## src/rtl/swc_pkg.sv

```systemverilog
package swc_pkg;
    typedef enum logic [2:0] {
        ST_RUN,
        ST_SLEEP,
        ST_START,
        ST_ALIGN,
        ST_RESUME,
        ST_PREVEC,
        ST_VECTOR
    } swc_state_e;

    typedef enum logic [1:0] {
        WK_NONE,
        WK_IRQ,
        WK_WDT
    } wake_src_e;
endpackage

```

## src/rtl/swc_phase.sv

```systemverilog
module swc_phase #(
    parameter int PHASES = 4,
    localparam int PH_W = $clog2(PHASES)
) (
    input  logic            clk,
    input  logic            rst_n,
    input  logic            en,
    output logic [PH_W-1:0] phase,
    output logic            last
);
    localparam logic [PH_W-1:0] PH_MAX = PH_W'(PHASES - 1);

    always_ff @(posedge clk or negedge rst_n) begin
        if (!rst_n) begin
            phase <= '0;
        end else if (en) begin
            phase <= (phase == PH_MAX) ? '0 : phase + 1'b1;
        end
    end

    assign last = (phase == PH_MAX);

    // phase frozen while the oscillator is off
    p_phase_hold_r7: assert property (@(posedge clk) disable iff (!rst_n)
        !en |=> $stable(phase));
endmodule

```

## src/rtl/swc_ost.sv

```systemverilog
module swc_ost #(
    parameter int CYCLES = 1024,
    localparam int CNT_W = $clog2(CYCLES + 1)
) (
    input  logic clk,
    input  logic rst_n,
    input  logic run,
    output logic done
);
    localparam logic [CNT_W-1:0] CNT_LAST = CNT_W'(CYCLES - 1);

    logic [CNT_W-1:0] cnt;

    always_ff @(posedge clk or negedge rst_n) begin
        if (!rst_n) begin
            cnt <= '0;
        end else if (!run) begin
            cnt <= '0;
        end else if (cnt != CNT_LAST) begin
            cnt <= cnt + 1'b1;
        end
    end

    assign done = run && (cnt == CNT_LAST);

    // counter never runs past the start-up length
    p_ost_bound_r7: assert property (@(posedge clk) disable iff (!rst_n)
        cnt <= CNT_LAST);
    // count restarts from zero each time the start-up window opens
    p_ost_restart_r7: assert property (@(posedge clk) disable iff (!rst_n)
        !run |=> cnt == '0);
endmodule

```

## src/rtl/swc_status.sv

```systemverilog
module swc_status (
    input  logic clk,
    input  logic rst_n,
    input  logic sleep_exec,
    input  logic wdt_wake,
    output logic pd,
    output logic to
);
    always_ff @(posedge clk or negedge rst_n) begin
        if (!rst_n) begin
            pd <= 1'b1;
            to <= 1'b1;
        end else if (sleep_exec) begin
            pd <= 1'b0;
            to <= 1'b1;
        end else if (wdt_wake) begin
            to <= 1'b0;
        end
    end

    // sleep entry clears power-down and sets time-out
    p_pd_entry_r2: assert property (@(posedge clk) disable iff (!rst_n)
        sleep_exec |=> (!pd && to));
    // watchdog wake clears time-out
    p_to_wdt_r5: assert property (@(posedge clk) disable iff (!rst_n)
        wdt_wake |=> !to);
    // status only moves on sleep entry or watchdog wake
    p_status_quiet_r12: assert property (@(posedge clk) disable iff (!rst_n)
        (!sleep_exec && !wdt_wake) |=> ($stable(pd) && $stable(to)));
endmodule

```

## src/rtl/swc_fsm.sv

```systemverilog
module swc_fsm
    import swc_pkg::*;
(
    input  logic       clk,
    input  logic       rst_n,
    input  logic       sleep_req,
    input  logic       wdt_hit,
    input  logic       irq_pend,
    input  logic       gie,
    input  logic       phase_last,
    input  logic       ost_done,
    output swc_state_e state,
    output logic       osc_en,
    output logic       core_halt,
    output logic       resume,
    output logic       vec,
    output logic       wdt_clr,
    output logic       sleep_exec,
    output logic       wdt_wake
);
    swc_state_e state_nxt;
    wake_src_e  src_q, src_nxt;
    logic       wake_now;

    assign sleep_exec = (state == ST_RUN) && sleep_req;
    assign wdt_wake   = (state == ST_SLEEP) && wdt_hit;
    assign wake_now   = (state == ST_SLEEP) && (wdt_hit || irq_pend);

    // next-state and wake cause
    always_comb begin
        state_nxt = state;
        src_nxt   = src_q;
        unique case (state)
            ST_RUN: begin
                if (sleep_req) begin
                    if (irq_pend) begin
                        state_nxt = ST_ALIGN;
                        src_nxt   = WK_IRQ;
                    end else begin
                        state_nxt = ST_SLEEP;
                        src_nxt   = WK_NONE;
                    end
                end
            end
            ST_SLEEP: begin
                if (wdt_hit) begin
                    state_nxt = ST_START;
                    src_nxt   = WK_WDT;
                end else if (irq_pend) begin
                    state_nxt = ST_START;
                    src_nxt   = WK_IRQ;
                end
            end
            ST_START: begin
                if (ost_done) state_nxt = ST_ALIGN;
            end
            ST_ALIGN: begin
                if (phase_last) state_nxt = ST_RESUME;
            end
            ST_RESUME: begin
                if (src_q == WK_IRQ && gie) state_nxt = ST_PREVEC;
                else                        state_nxt = ST_RUN;
            end
            ST_PREVEC: begin
                if (phase_last) state_nxt = ST_VECTOR;
            end
            ST_VECTOR: begin
                state_nxt = ST_RUN;
                src_nxt   = WK_NONE;
            end
            default: begin
                state_nxt = ST_RUN;
                src_nxt   = WK_NONE;
            end
        endcase
    end

    // state register
    always_ff @(posedge clk or negedge rst_n) begin
        if (!rst_n) begin
            state   <= ST_RUN;
            src_q   <= WK_NONE;
            wdt_clr <= 1'b0;
        end else begin
            state   <= state_nxt;
            src_q   <= src_nxt;
            wdt_clr <= sleep_exec || wake_now;
        end
    end

    // outputs
    always_comb begin
        osc_en    = 1'b1;
        core_halt = 1'b0;
        resume    = 1'b0;
        vec       = 1'b0;
        unique case (state)
            ST_RUN:    ;
            ST_SLEEP:  begin osc_en = 1'b0; core_halt = 1'b1; end
            ST_START:  core_halt = 1'b1;
            ST_ALIGN:  core_halt = 1'b1;
            ST_RESUME: resume = 1'b1;
            ST_PREVEC: ;
            ST_VECTOR: vec = 1'b1;
            default:   ;
        endcase
    end

    // no wake source keeps the core asleep
    p_stay_asleep_r3: assert property (@(posedge clk) disable iff (!rst_n)
        (state == ST_SLEEP && !wdt_hit && !irq_pend) |=> state == ST_SLEEP);
    // an enabled pending interrupt always wakes
    p_irq_wakes_r4: assert property (@(posedge clk) disable iff (!rst_n)
        (state == ST_SLEEP && irq_pend) |=> state == ST_START);
    // watchdog cleared after every wake
    p_wdt_clr_wake_r6: assert property (@(posedge clk) disable iff (!rst_n)
        wake_now |=> wdt_clr);
    // pending interrupt at the strobe keeps the oscillator running
    p_immediate_r10: assert property (@(posedge clk) disable iff (!rst_n)
        (sleep_exec && irq_pend) |=> (osc_en && state == ST_ALIGN));
    // watchdog wake never vectors
    p_wdt_inline_r5: assert property (@(posedge clk) disable iff (!rst_n)
        wdt_wake |=> src_q == WK_WDT);
endmodule

```

## src/rtl/sleep_wake_ctrl.sv

```systemverilog
module sleep_wake_ctrl
    import swc_pkg::*;
#(
    parameter int          IRQ_N      = 3,
    parameter int          OST_CYCLES = 1024,
    parameter int          PHASES     = 4,
    parameter int          ADDR_W     = 16,
    parameter logic [15:0] VEC_ADDR   = 16'h0004
) (
    input  logic                       clk,
    input  logic                       rst_n,
    input  logic                       sleep_req,
    input  logic                       wdt_timeout,
    input  logic                       wdt_enable,
    input  logic [IRQ_N-1:0]           irq_flag,
    input  logic [IRQ_N-1:0]           irq_en,
    input  logic                       gie,
    output logic                       osc_en,
    output logic                       core_halt,
    output logic                       wdt_clear,
    output logic                       resume_pulse,
    output logic                       vector_pulse,
    output logic [ADDR_W-1:0]          vector_addr,
    output logic [$clog2(PHASES)-1:0]  cyc_phase,
    output logic                       status_to,
    output logic                       status_pd
);
    localparam int PH_W = $clog2(PHASES);

    swc_state_e       state;
    logic [IRQ_N-1:0] armed;
    logic             irq_pend;
    logic             wdt_hit;
    logic             phase_last;
    logic             ost_done;
    logic             ost_run;
    logic             sleep_exec;
    logic             wdt_wake;

    // per-source flag and enable pairing
    for (genvar i = 0; i < IRQ_N; i++) begin : g_arm
        assign armed[i] = irq_flag[i] & irq_en[i];
    end

    assign irq_pend    = |armed;
    assign wdt_hit     = wdt_timeout & wdt_enable;
    assign ost_run     = (state == ST_START);
    assign vector_addr = ADDR_W'(VEC_ADDR);

    swc_fsm u_fsm (
        .clk        (clk),
        .rst_n      (rst_n),
        .sleep_req  (sleep_req),
        .wdt_hit    (wdt_hit),
        .irq_pend   (irq_pend),
        .gie        (gie),
        .phase_last (phase_last),
        .ost_done   (ost_done),
        .state      (state),
        .osc_en     (osc_en),
        .core_halt  (core_halt),
        .resume     (resume_pulse),
        .vec        (vector_pulse),
        .wdt_clr    (wdt_clear),
        .sleep_exec (sleep_exec),
        .wdt_wake   (wdt_wake)
    );

    swc_phase #(.PHASES(PHASES)) u_phase (
        .clk   (clk),
        .rst_n (rst_n),
        .en    (osc_en),
        .phase (cyc_phase),
        .last  (phase_last)
    );

    swc_ost #(.CYCLES(OST_CYCLES)) u_ost (
        .clk   (clk),
        .rst_n (rst_n),
        .run   (ost_run),
        .done  (ost_done)
    );

    swc_status u_status (
        .clk        (clk),
        .rst_n      (rst_n),
        .sleep_exec (sleep_exec),
        .wdt_wake   (wdt_wake),
        .pd         (status_pd),
        .to         (status_to)
    );

    // release lands on the first phase
    p_release_phase1_r7: assert property (@(posedge clk) disable iff (!rst_n)
        resume_pulse |-> (cyc_phase == '0 && !core_halt));
    // start-up window left only after the full count
    p_ost_full_r7: assert property (@(posedge clk) disable iff (!rst_n)
        (state == ST_ALIGN && $past(state) == ST_START) |-> $past(ost_done));
    // vector pulse follows a full instruction cycle
    p_vec_phase_r9: assert property (@(posedge clk) disable iff (!rst_n)
        vector_pulse |-> ($past(cyc_phase) == PH_W'(PHASES - 1) && !core_halt));
    // release and vector never coincide
    p_pulse_excl_r8: assert property (@(posedge clk) disable iff (!rst_n)
        !(resume_pulse && vector_pulse));
endmodule

```

## config.mk

```make
export PLATFORM = sky130hd
export DESIGN_NAME = sleep_wake_ctrl
export DESIGN_NICKNAME = d
export VERILOG_FILES = /design/src/rtl/swc_pkg.sv /design/src/rtl/swc_phase.sv /design/src/rtl/swc_ost.sv /design/src/rtl/swc_status.sv /design/src/rtl/swc_fsm.sv /design/src/rtl/sleep_wake_ctrl.sv
export SDC_FILE = /design/constraint.sdc
export NUM_CORES = 1
export LEC_CHECK = 0
export ABC_AREA = 1
export BUFFER_PORTS_ARGS = -buffer_cell sky130_fd_sc_hd__buf_2
export CAP_MARGIN = 5
export CORE_MARGIN = 3
export CORE_UTILIZATION = 47
export DETAILED_ROUTE_END_ITERATION = 16
export GPL_TIMING_DRIVEN = 0
export PLACE_DENSITY = 0.76
export REMOVE_ABC_BUFFERS = 1
export SLEW_MARGIN = 25
export SYNTH_ARGS = -nofsm -noshare
export SYNTH_HDL_FRONTEND = slang
export SYNTH_SLANG_ARGS = --single-unit
```

## constraint.sdc

```tcl
create_clock -name clk -period 1.5 [get_ports clk]
set_clock_uncertainty 0.1 [all_clocks]
set_input_delay 0.375 -clock clk [delete_from_list [all_inputs] [get_ports clk]]
set_output_delay 0.375 -clock clk [all_outputs]
set_load 0.005 [all_outputs]
```

==> qor.txt, run 1 <==
outcome = finished, violations left
failing checks = setup timing
largest net degree at the start of global routing = 22
clock sinks = 21
worst path arrival time = 1.22 ns
final setup vio count = 14
initial antenna violation count = 0
Rows = 19
final core utilization = 64.5%
final worst setup slack = -0.192 ns
Largest stage delay, worst path = 0.52 ns
DR pass1 iterations = 4
setup_tns = -1.42 ns
Core Box Area = 2810 um2
all-layer global routing usage = 18.8%
crit path capture type = output port
Setup WS pre-CTS = -0.191 ns
vias in the first global route = 1157
max_cap viols = 0
die area = 3700 um2
XOR/XNOR Fraction of Synth Area = 0%
Synth area leader = dfrtp_1
Routed WL = 3.32 mm
first-pass GRT wire length = 5.21 mm
Slew Limit Fails = 0
register area share after synthesis = 37.4%
drt wl/cell = 13.0 um
Area contributors post-synth = dfrtp_1 (34%), nand2_1 (9.8%), buf_4 (8.5%)
fillers = 231
largest family of logic cells by synthesized area = simple AND/OR/NAND/NOR gates
Final period util = 113%
Synth Flop Type = dfrtp_1
die height = 60.8 um
most frequent cells in the layout = nand2_1 (33), inv_1 (19), buf_2 (19)
routability cong. = 0.877
depth of the CTS H-tree = 1
Critical Path RT = 1.02 ns
critical path, cell by cell = ha_4, inv_2, nand2_1, buf_2
Compound-Gate Fraction of Synth Area = 9.31%
gr ovfl total = 0
cell at the slowest stage of the critical path = dfrtp_2
Worst Setup Start Kind = flop
dpl hpwl = 1.94 mm
Peak supply drop = 921 uV
DR DRC count = 0
CTS max path bufs = 2
FF+latch area = 533 um2
Synth top area share = 33.7%
Root Buffer = clkbuf_4
Vias/cell = 5.06
combined buffer and inverter count along the critical path = 2
Max Fclk = 591 MHz
# IOs = 37
post-synthesis cell type count = 29
Post-synth EDFFs = 0
RSZ-0062 raised after global routing = yes
Syn Area/Cell = 7.80 um2
ant diodes = 0
Nets = 242
PortBufs = 20
Initial DRC Count = 37
placed instance area = 1460 um2
mux share of post-synthesis cell area = 0.798%
Via Count = 1291
crit path max fanout = 7
pwr dens = 1750 nW/um2
multi-input logic area = 797 um2
commonest non-fill, non-tap cell in the layout = nand2_1
Final Hold Fails = 0
Hold Path Class = input port to flop
Simple-Gate Fraction of Synth Area = 30.8%
Setup CP Type = flop to output port
share of cells above drive strength 1 = 38.8%
CTS clock-pin slew for the worst setup and hold paths = 0.12 ns
Syn Inst Count = 181
Final Instance Area = 1810 um2
FF+latch count, synth = 21
clk_lat worst skew = 0.32 ns
cell total after placement = 228
Initial Utilization = 50.3%
CTS Buf Count = 3
synth warn = 0
LEAKAGE = 0.933 nW
CTS tree = built
Antenna Nets Post-Route = 0
min Tclk post-route = 1.69 ns
area delta synth->final = 28.1%
Die W = 60.8 um
Post-synth ARST share = 100%
Synth Area in Adders = 4.43%
Finished Layout Cells = 255
family with the most delay on the worst path = flip-flops
Netlist Area Pre-Place = 1410 um2
==> layout make-up <==
type	count	area share (%)
tap	31	2.15
timing repair buffer	42	17.0
clock buffer	3	1.25
inverter	25	5.74
sequential	21	29.5
multi-input combinational	132	44.1
clock inverter	1	0.277
==> synthesized netlist by cell type (3+ instances only) <==
master / number
o21ai_0: 8
inv_1: 23
nand4_1: 5
nand3_1: 13
buf_4: 16
nor2_4: 4
dfrtp_1: 19
nand2_1: 37
a21oi_1: 7
ha_1: 5
nor2_1: 17
nor3_1: 3
==> sequential cells by signal, summed over array words and instances, names as in the netlist <==
register / count
u_ost.cnt: 11
u_fsm.wdt_clr: 1
u_fsm.src_q: 2
u_fsm.state: 3
u_phase.phase: 2
u_status.to: 1
u_status.pd: 1
==> layer usage <==
metal / global-route usage, % / wire length (um)
met3: 1.91 / 147
met2: 29.9 / 1630
met1: 25.5 / 1480
met4: 8.98 / 71
met5: 0 / 0
==> where the power goes <==
part	total (mW)	switching [mW]	internal (mW)
combinational	1.98	1.06	0.923
clock	0.291	0.191	0.100
sequential	0.889	0.167	0.722
==> cells by family (layout without fill, tap and decap cells) <==
kind of cell	Yosys count	count (layout)
adder cells (fa/ha/maj)	5	5
buffers and inverters	43	71
multiplexers	1	1
AND/OR/NAND/NOR	86	87
AO/OA/AOI/OAI	23	23
flip-flops	21	21
other	2	16
==> metrics by stage <==
step	hold slack [ns]	power (mW)
after floorplan	-0.0206	1.69
after global placement	0.254	1.98
after detailed placement	0.260	2.01
after CTS	0.265	2.80
after global routing	0.274	3.42
final	0.257	3.16
==> worst paths after layout <==
kind	to	from	depth (start not counted)	slack [ns]
setup / recovery	core_halt	u_fsm.state[1]$_DFFE_PN0P_	4	-0.19
hold / removal	u_status.to$_DFFE_PN1P_	sleep_req	5	0.26
setup reg to reg	u_fsm.state[1]$_DFFE_PN0P_	u_fsm.state[2]$_DFFE_PN0P_	10	-0.12
hold reg to reg	u_status.pd$_DFFE_PN1P_	u_status.pd$_DFFE_PN1P_	2	0.36
max in group asynchronous	u_status.to$_DFFE_PN1P_	rst_n	2	0.53
min in group asynchronous	u_ost.cnt[7]$_DFFE_PN0P_	rst_n	2	0.42
==> what timing repair did <==
item,4_1_cts,5_1_grt
pin swaps,4,14
setup buffers,16,6
gates cloned,1,0
hold buffers,1,0
setup endpoints to repair,15,20
endpoints found under the hold margin,19,0
gates resized for setup,22,26
==> worst register-to-register path, stage by stage, from the launching register on <==
cell     delay, ns
dfrtp_2       0.46
buf_6         0.14
buf_6         0.12
nor2_4        0.12
inv_4         0.06
nor2_4        0.17
nand2_2       0.09
inv_2         0.10
nor2_4        0.05
nand2_1       0.07
nand2_1       0.06
Power figures use the tool's default switching activity.
==> run 2, diff against run 1 <==
- PLACE_DENSITY: 0.76 -> 0.82
==> qor.txt, run 2 (same netlist as run 1, synthesis figures left out) <==
CTS max path bufs = 2 (unchanged)
Power Total = 2.84 mW (-10%)
Core Box Area = 2810 um2 (unchanged)
Worst Setup Start Kind = flop
ant diodes = 0 (unchanged)
drt wl/cell = 12.5 um (-4.1%)
Root Buffer = clkbuf_4
max reg flops = 11 (unchanged)
CTS tree = built
Finished Layout Cells = 249 (-2.4%)
# IOs = 37 (unchanged)
busiest layer in global routing = met2
Routed WL = 3.11 mm (-6.3%)
commonest non-fill, non-tap cell in the layout = nand2_1
clock sinks = 21 (unchanged)
min Tclk post-route = 1.69 ns (+0.00256 ns)
most frequent cells in the layout = nand2_1 (34), inv_1 (19), buf_2 (19)
pwr dens = 1670 nW/um2 (-4.3%)
Critical Path RT = 1.02 ns (about the same)
failing checks = setup timing
initial antenna violation count = 0 (unchanged)
Final Hold Fails = 0 (unchanged)
DR DRC count = 0 (unchanged)
Int Power = 1.58 mW (-9.6%)
Slew Limit Fails = 0 (unchanged)
Vias/cell = 5.12 (+1.1%)
Hold Path Sink = u_status.to$_DFFE_PN1P_
crit path capture type = output port
Via Count = 1275 (-1.2%)
reg2reg end = u_fsm.state[1]$_DFFE_PN0P_
global routing usage on met2 = 29.5% (-0.46 points)
share of cells above drive strength 1 = 33.9% (-4.9 points)
Clk pwr share = 10.4% (+1.2 points)
met1 Use GR = 23.8% (-1.7 points)
Peak supply drop = 1180 uV (+28%)
largest net degree at the start of global routing = 22 (unchanged)
Max Fclk = 590 MHz (-0.15%)
outcome = finished, violations left
PortBufs = 20 (unchanged)
all-layer global routing usage = 18.0% (-0.80 points)
Nets = 236 (-2.5%)
r2r setup slk = -0.06 ns (+0.06 ns)
combinational power share = 59.0% (-3.7 points)
net switching power = 1.26 mW (-11%)
Hold Path Class = input port to flop
die height = 60.8 um (unchanged)
area delta synth->final = 20.1%
clk_lat worst skew = 0.32 ns (about the same)
DR pass1 iterations = 4 (unchanged)
Worst Setup SP = u_fsm.state[1]$_DFFE_PN0P_
Seq pwr share = 30.6% (+2.5 points)
most flop-heavy register = u_ost.cnt
switching share of power = 44.4% (-0.41 points)
final worst setup slack = -0.194 ns (-0.00256 ns)
gr ovfl total = 0 (unchanged)
setup_tns = -0.913 ns (+0.511 ns)
Rows = 19 (unchanged)
final setup vio count = 12 (-2)
RSZ-0062 raised after global routing = yes
CTS Buf Count = 3 (unchanged)
Reg2Reg Launch Point = u_fsm.state[0]$_DFFE_PN0P_
dpl hpwl = 1.94 mm (about the same)
WHS = 0.255 ns (-0.00189 ns)
CTS clock-pin slew for the worst setup and hold paths = 0.13 ns (about the same)
vias in the first global route = 1153 (-0.35%)
Largest regs = u_ost.cnt x11, u_fsm.state x3
LEAKAGE = 0.876 nW (-6.1%)
max_cap viols = 0 (unchanged)
Initial DRC Count = 48 (+30%)
die area = 3700 um2 (unchanged)
Die W = 60.8 um (unchanged)
crit path max fanout = 7 (unchanged)
worst hold stages = 5 (unchanged)
Final period util = 113% (+0.17 points)
Antenna Nets Post-Route = 0 (unchanged)
routability cong. = 0.836 (-4.7%)
cell total after placement = 228 (unchanged)
first-pass GRT wire length = 5.01 mm (-3.8%)
hold_sp = sleep_req
met3 Use GR = 2.13% (+0.21 points)
worst path arrival time = 1.22 ns (about the same)
Worst R2R Path Depth = 9 (-1)
Initial Utilization = 50.3% (unchanged)
depth of the CTS H-tree = 1 (unchanged)
Setup CP Type = flop to output port
## run 2: cell types whose count changed in the layout (fill, tap and decap cells not counted), sizes merged
cell,change
clkinv,-1
inv,+1
buf,-6
## run 2: worst max path at each step
stage,to,slack (ns),cells after the start
after floorplan,u_fsm.state[0]$_DFFE_PN0P_,-0.01,9
after global placement,u_fsm.state[1]$_DFFE_PN0P_,-0.16,9
after detailed placement,u_fsm.state[2]$_DFFE_PN0P_,-0.17,9
after CTS,resume_pulse,-0.18,4
after global routing,core_halt,-0.25,4
final,core_halt,-0.19,4
## run 2: what timing repair did
item,4_1_cts,5_1_grt
hold buffers,1,0
resized for setup,15,12
cloned,1,0
pin swaps,3,2
hold endpoints to repair,19,0
setup buffers,11,4
setup endpoints to repair,15,18
## run 2: worst max-delay path, stage by stage (launching register included)
cell	delay [ns]
dfrtp_2	0.51
ha_4	0.19
inv_2	0.05
nand2_2	0.05
buf_6	0.11
## run 2: layer usage
| metal | part of all wire (%) | up-vias |
|---|---|---|
| met5 | 0 | - |
| li1 | - | 628 |
| met3 | 3.2 | 5 |
| met1 | 43 | 608 |
| met4 | 2.1 | 0 |
| met2 | 51 | 34 |
## run 2: area by class of cell
type / instances / area (um2)
clock buffers: 3 / 22.5
clock inverters: 1 / 5.00
fillers: 238 / 1110
inverters: 25 / 98.8
multi-input cells: 132 / 761
flip-flops and latches: 21 / 533
well taps: 31 / 38.8
repair buffers: 36 / 236
## run 2: metrics by stage
| stage | utilization [%] | worst slack, ns | instance area [um2] |
|---|---|---|---|
| after CTS | 58.1 | -0.183 | 1630 |
| after floorplan | - | -0.0131 | 1320 |
| after global routing | 60.4 | -0.247 | 1700 |
| after detailed placement | 52.1 | -0.173 | 1460 |
| final | 60.4 | -0.194 | 1700 |
| after global placement | 52.1 | -0.165 | 1460 |
## run 2: power by group through the flow
stage,sequential (mW),combinational (mW),clock [mW]
4_1_cts,0.867,1.49,0.309
2_1_floorplan,0.859,0.831,0
6_report,0.868,1.68,0.296
5_1_grt,0.888,1.87,0.323
3_5_place_dp,0.886,1.12,0
3_3_place_gp,0.883,1.10,0
==> run 3, diff against run 2 <==
- RECOVER_POWER: not set -> 50
==> qor.txt, run 3 (same netlist as run 1, synthesis figures left out) <==
failing checks = setup timing
max reg flops = 11 (unchanged)
routability cong. = 0.836 (unchanged)
LEAKAGE = 0.876 nW (about the same)
DR DRC count = 0 (unchanged)
largest net degree at the start of global routing = 22 (unchanged)
clock sinks = 21 (unchanged)
max_cap viols = 0 (unchanged)
CTS max path bufs = 2 (unchanged)
Initial DRC Count = 48 (unchanged)
Hold Path Class = input port to flop
DR pass1 iterations = 4 (unchanged)
all-layer global routing usage = 18.0% (unchanged)
RSZ-0062 raised after global routing = yes
dpl hpwl = 1.94 mm (unchanged)
gr ovfl total = 0 (unchanged)
min Tclk post-route = 1.69 ns (unchanged)
most flop-heavy register = u_ost.cnt
slew at the pin with the worst max-slew slack = 0.513 ns
clk_lat worst skew = 0.32 ns (about the same)
final setup vio count = 12 (unchanged)
Peak supply drop = 1180 uV (about the same)
share of cells above drive strength 1 = 33.9% (unchanged)
die height = 60.8 um (unchanged)
Antenna Nets Post-Route = 0 (unchanged)
Die W = 60.8 um (unchanged)
ant diodes = 0 (unchanged)
Setup WS pre-CTS = -0.173 ns (unchanged)
Worst Setup SP = u_fsm.state[1]$_DFFE_PN0P_
commonest non-fill, non-tap cell in the layout = nand2_1
crit path capture type = output port
Rows = 19 (unchanged)
placed instance area = 1460 um2 (unchanged)
Max Fclk = 590 MHz (unchanged)
CTS clock-pin slew for the worst setup and hold paths = 0.13 ns (about the same)
Setup CP Type = flop to output port
Via Count = 1275 (unchanged)
initial antenna violation count = 0 (unchanged)
# IOs = 37 (unchanged)
worst path arrival time = 1.22 ns (about the same)
Initial Utilization = 50.3% (unchanged)
Core Box Area = 2810 um2 (unchanged)
drt wl/cell = 12.5 um (unchanged)
Reg2Reg Launch Point = u_fsm.state[0]$_DFFE_PN0P_
max_slew headroom = 65.8%
final worst setup slack = -0.194 ns (unchanged)
crit path max fanout = 7 (unchanged)
family with the most delay on the worst path = flip-flops
first-pass GRT wire length = 5.01 mm (unchanged)
setup_tns = -0.914 ns (-0.000419 ns)
cell count along the critical path = 4 (unchanged)
most frequent cells in the layout = nand2_1 (34), inv_1 (19), buf_2 (18)
area delta synth->final = 20.1% (unchanged)
Final period util = 113% (unchanged)
PortBufs = 20 (unchanged)
Root Buffer = clkbuf_4
combined buffer and inverter count along the critical path = 2 (unchanged)
reg2reg end = u_fsm.state[1]$_DFFE_PN0P_
depth of the CTS H-tree = 1 (unchanged)
vias in the first global route = 1153 (unchanged)
pwr dens = 1670 nW/um2 (about the same)
Largest stage delay, worst path = 0.51 ns (about the same)
Critical Path RT = 1.02 ns (about the same)
Nets = 236 (unchanged)
fillers = 238 (unchanged)
CTS Buf Count = 3 (unchanged)
Slew Limit Fails = 0 (unchanged)
die area = 3700 um2 (unchanged)
worst setup path end = core_halt
Final Instance Area = 1700 um2 (unchanged)
Largest regs = u_ost.cnt x11, u_fsm.state x3
critical path, cell by cell = ha_4, inv_2, nand2_2, buf_6
Vias/cell = 5.12 (unchanged)
outcome = finished, violations left
Routed WL = 3.11 mm (unchanged)
r2r setup slk = -0.06 ns (about the same)
CTS tree = built
Power Total = 2.84 mW (about the same)
hold_sp = sleep_req
Final Hold Fails = 0 (unchanged)
Worst R2R Path Depth = 9 (unchanged)
Worst Setup Start Kind = flop
cell at the slowest stage of the critical path = dfrtp_2
run 3: per-layer routing:
layer,routed length (um),vias up,track usage [%]
li1,-,628,-
met1,1350,608,23.8
met2,1590,34,29.5
met3,99,5,2.13
met4,65,0,8.05
met5,0,-,0
run 3: cell type report:
| type | instances | area [um2] | area share (%) |
|---|---|---|---|
| multi-input combinational | 132 | 761 | 44.9 |
| sequential | 21 | 533 | 31.4 |
| timing repair buffer | 36 | 236 | 13.9 |
| inverter | 25 | 98.8 | 5.83 |
| tap | 31 | 38.8 | 2.29 |
| clock buffer | 3 | 22.5 | 1.33 |
| clock inverter | 1 | 5.00 | 0.295 |
run 3: how the worst min path moves through the flow:
stage,slack (ns),depth (start not counted),end
3_5_place_dp,0.27,1,u_ost.cnt[7]$_DFFE_PN0P_
2_1_floorplan,-0.02,0,u_fsm.src_q[0]$_DFFE_PN0P_
6_report,0.25,5,u_status.to$_DFFE_PN1P_
4_1_cts,0.26,5,u_status.to$_DFFE_PN1P_
3_3_place_gp,0.26,1,u_ost.cnt[3]$_DFFE_PN0P_
5_1_grt,0.29,5,u_status.to$_DFFE_PN1P_
run 3: what timing repair did:
item	CTS	global route
setup endpoints to repair	15	18
cloned	1	0
resized for setup	15	12
hold endpoints to repair	19	0
pin swaps	3	2
setup buffers	11	4
hold buffers	1	0
run 3: power by group:
part           internal [mW]  switching (mW)
Clock                  0.100           0.196
Sequential             0.722           0.145
Combinational          0.755           0.920
run 3: worst min-delay path: stages:
cell     delay [ns]
buf_2          0.10
inv_1          0.04
nor2_1         0.04
inv_1          0.07
nand2_1        0.05
run 3: through the flow:
step,hold WS (ns),util (%),std cells
final,0.255,60.4,249
after global routing,0.291,60.4,249
after CTS,0.257,58.1,245
after detailed placement,0.265,52.1,228
after global placement,0.256,52.1,228
after floorplan,-0.0206,-,177
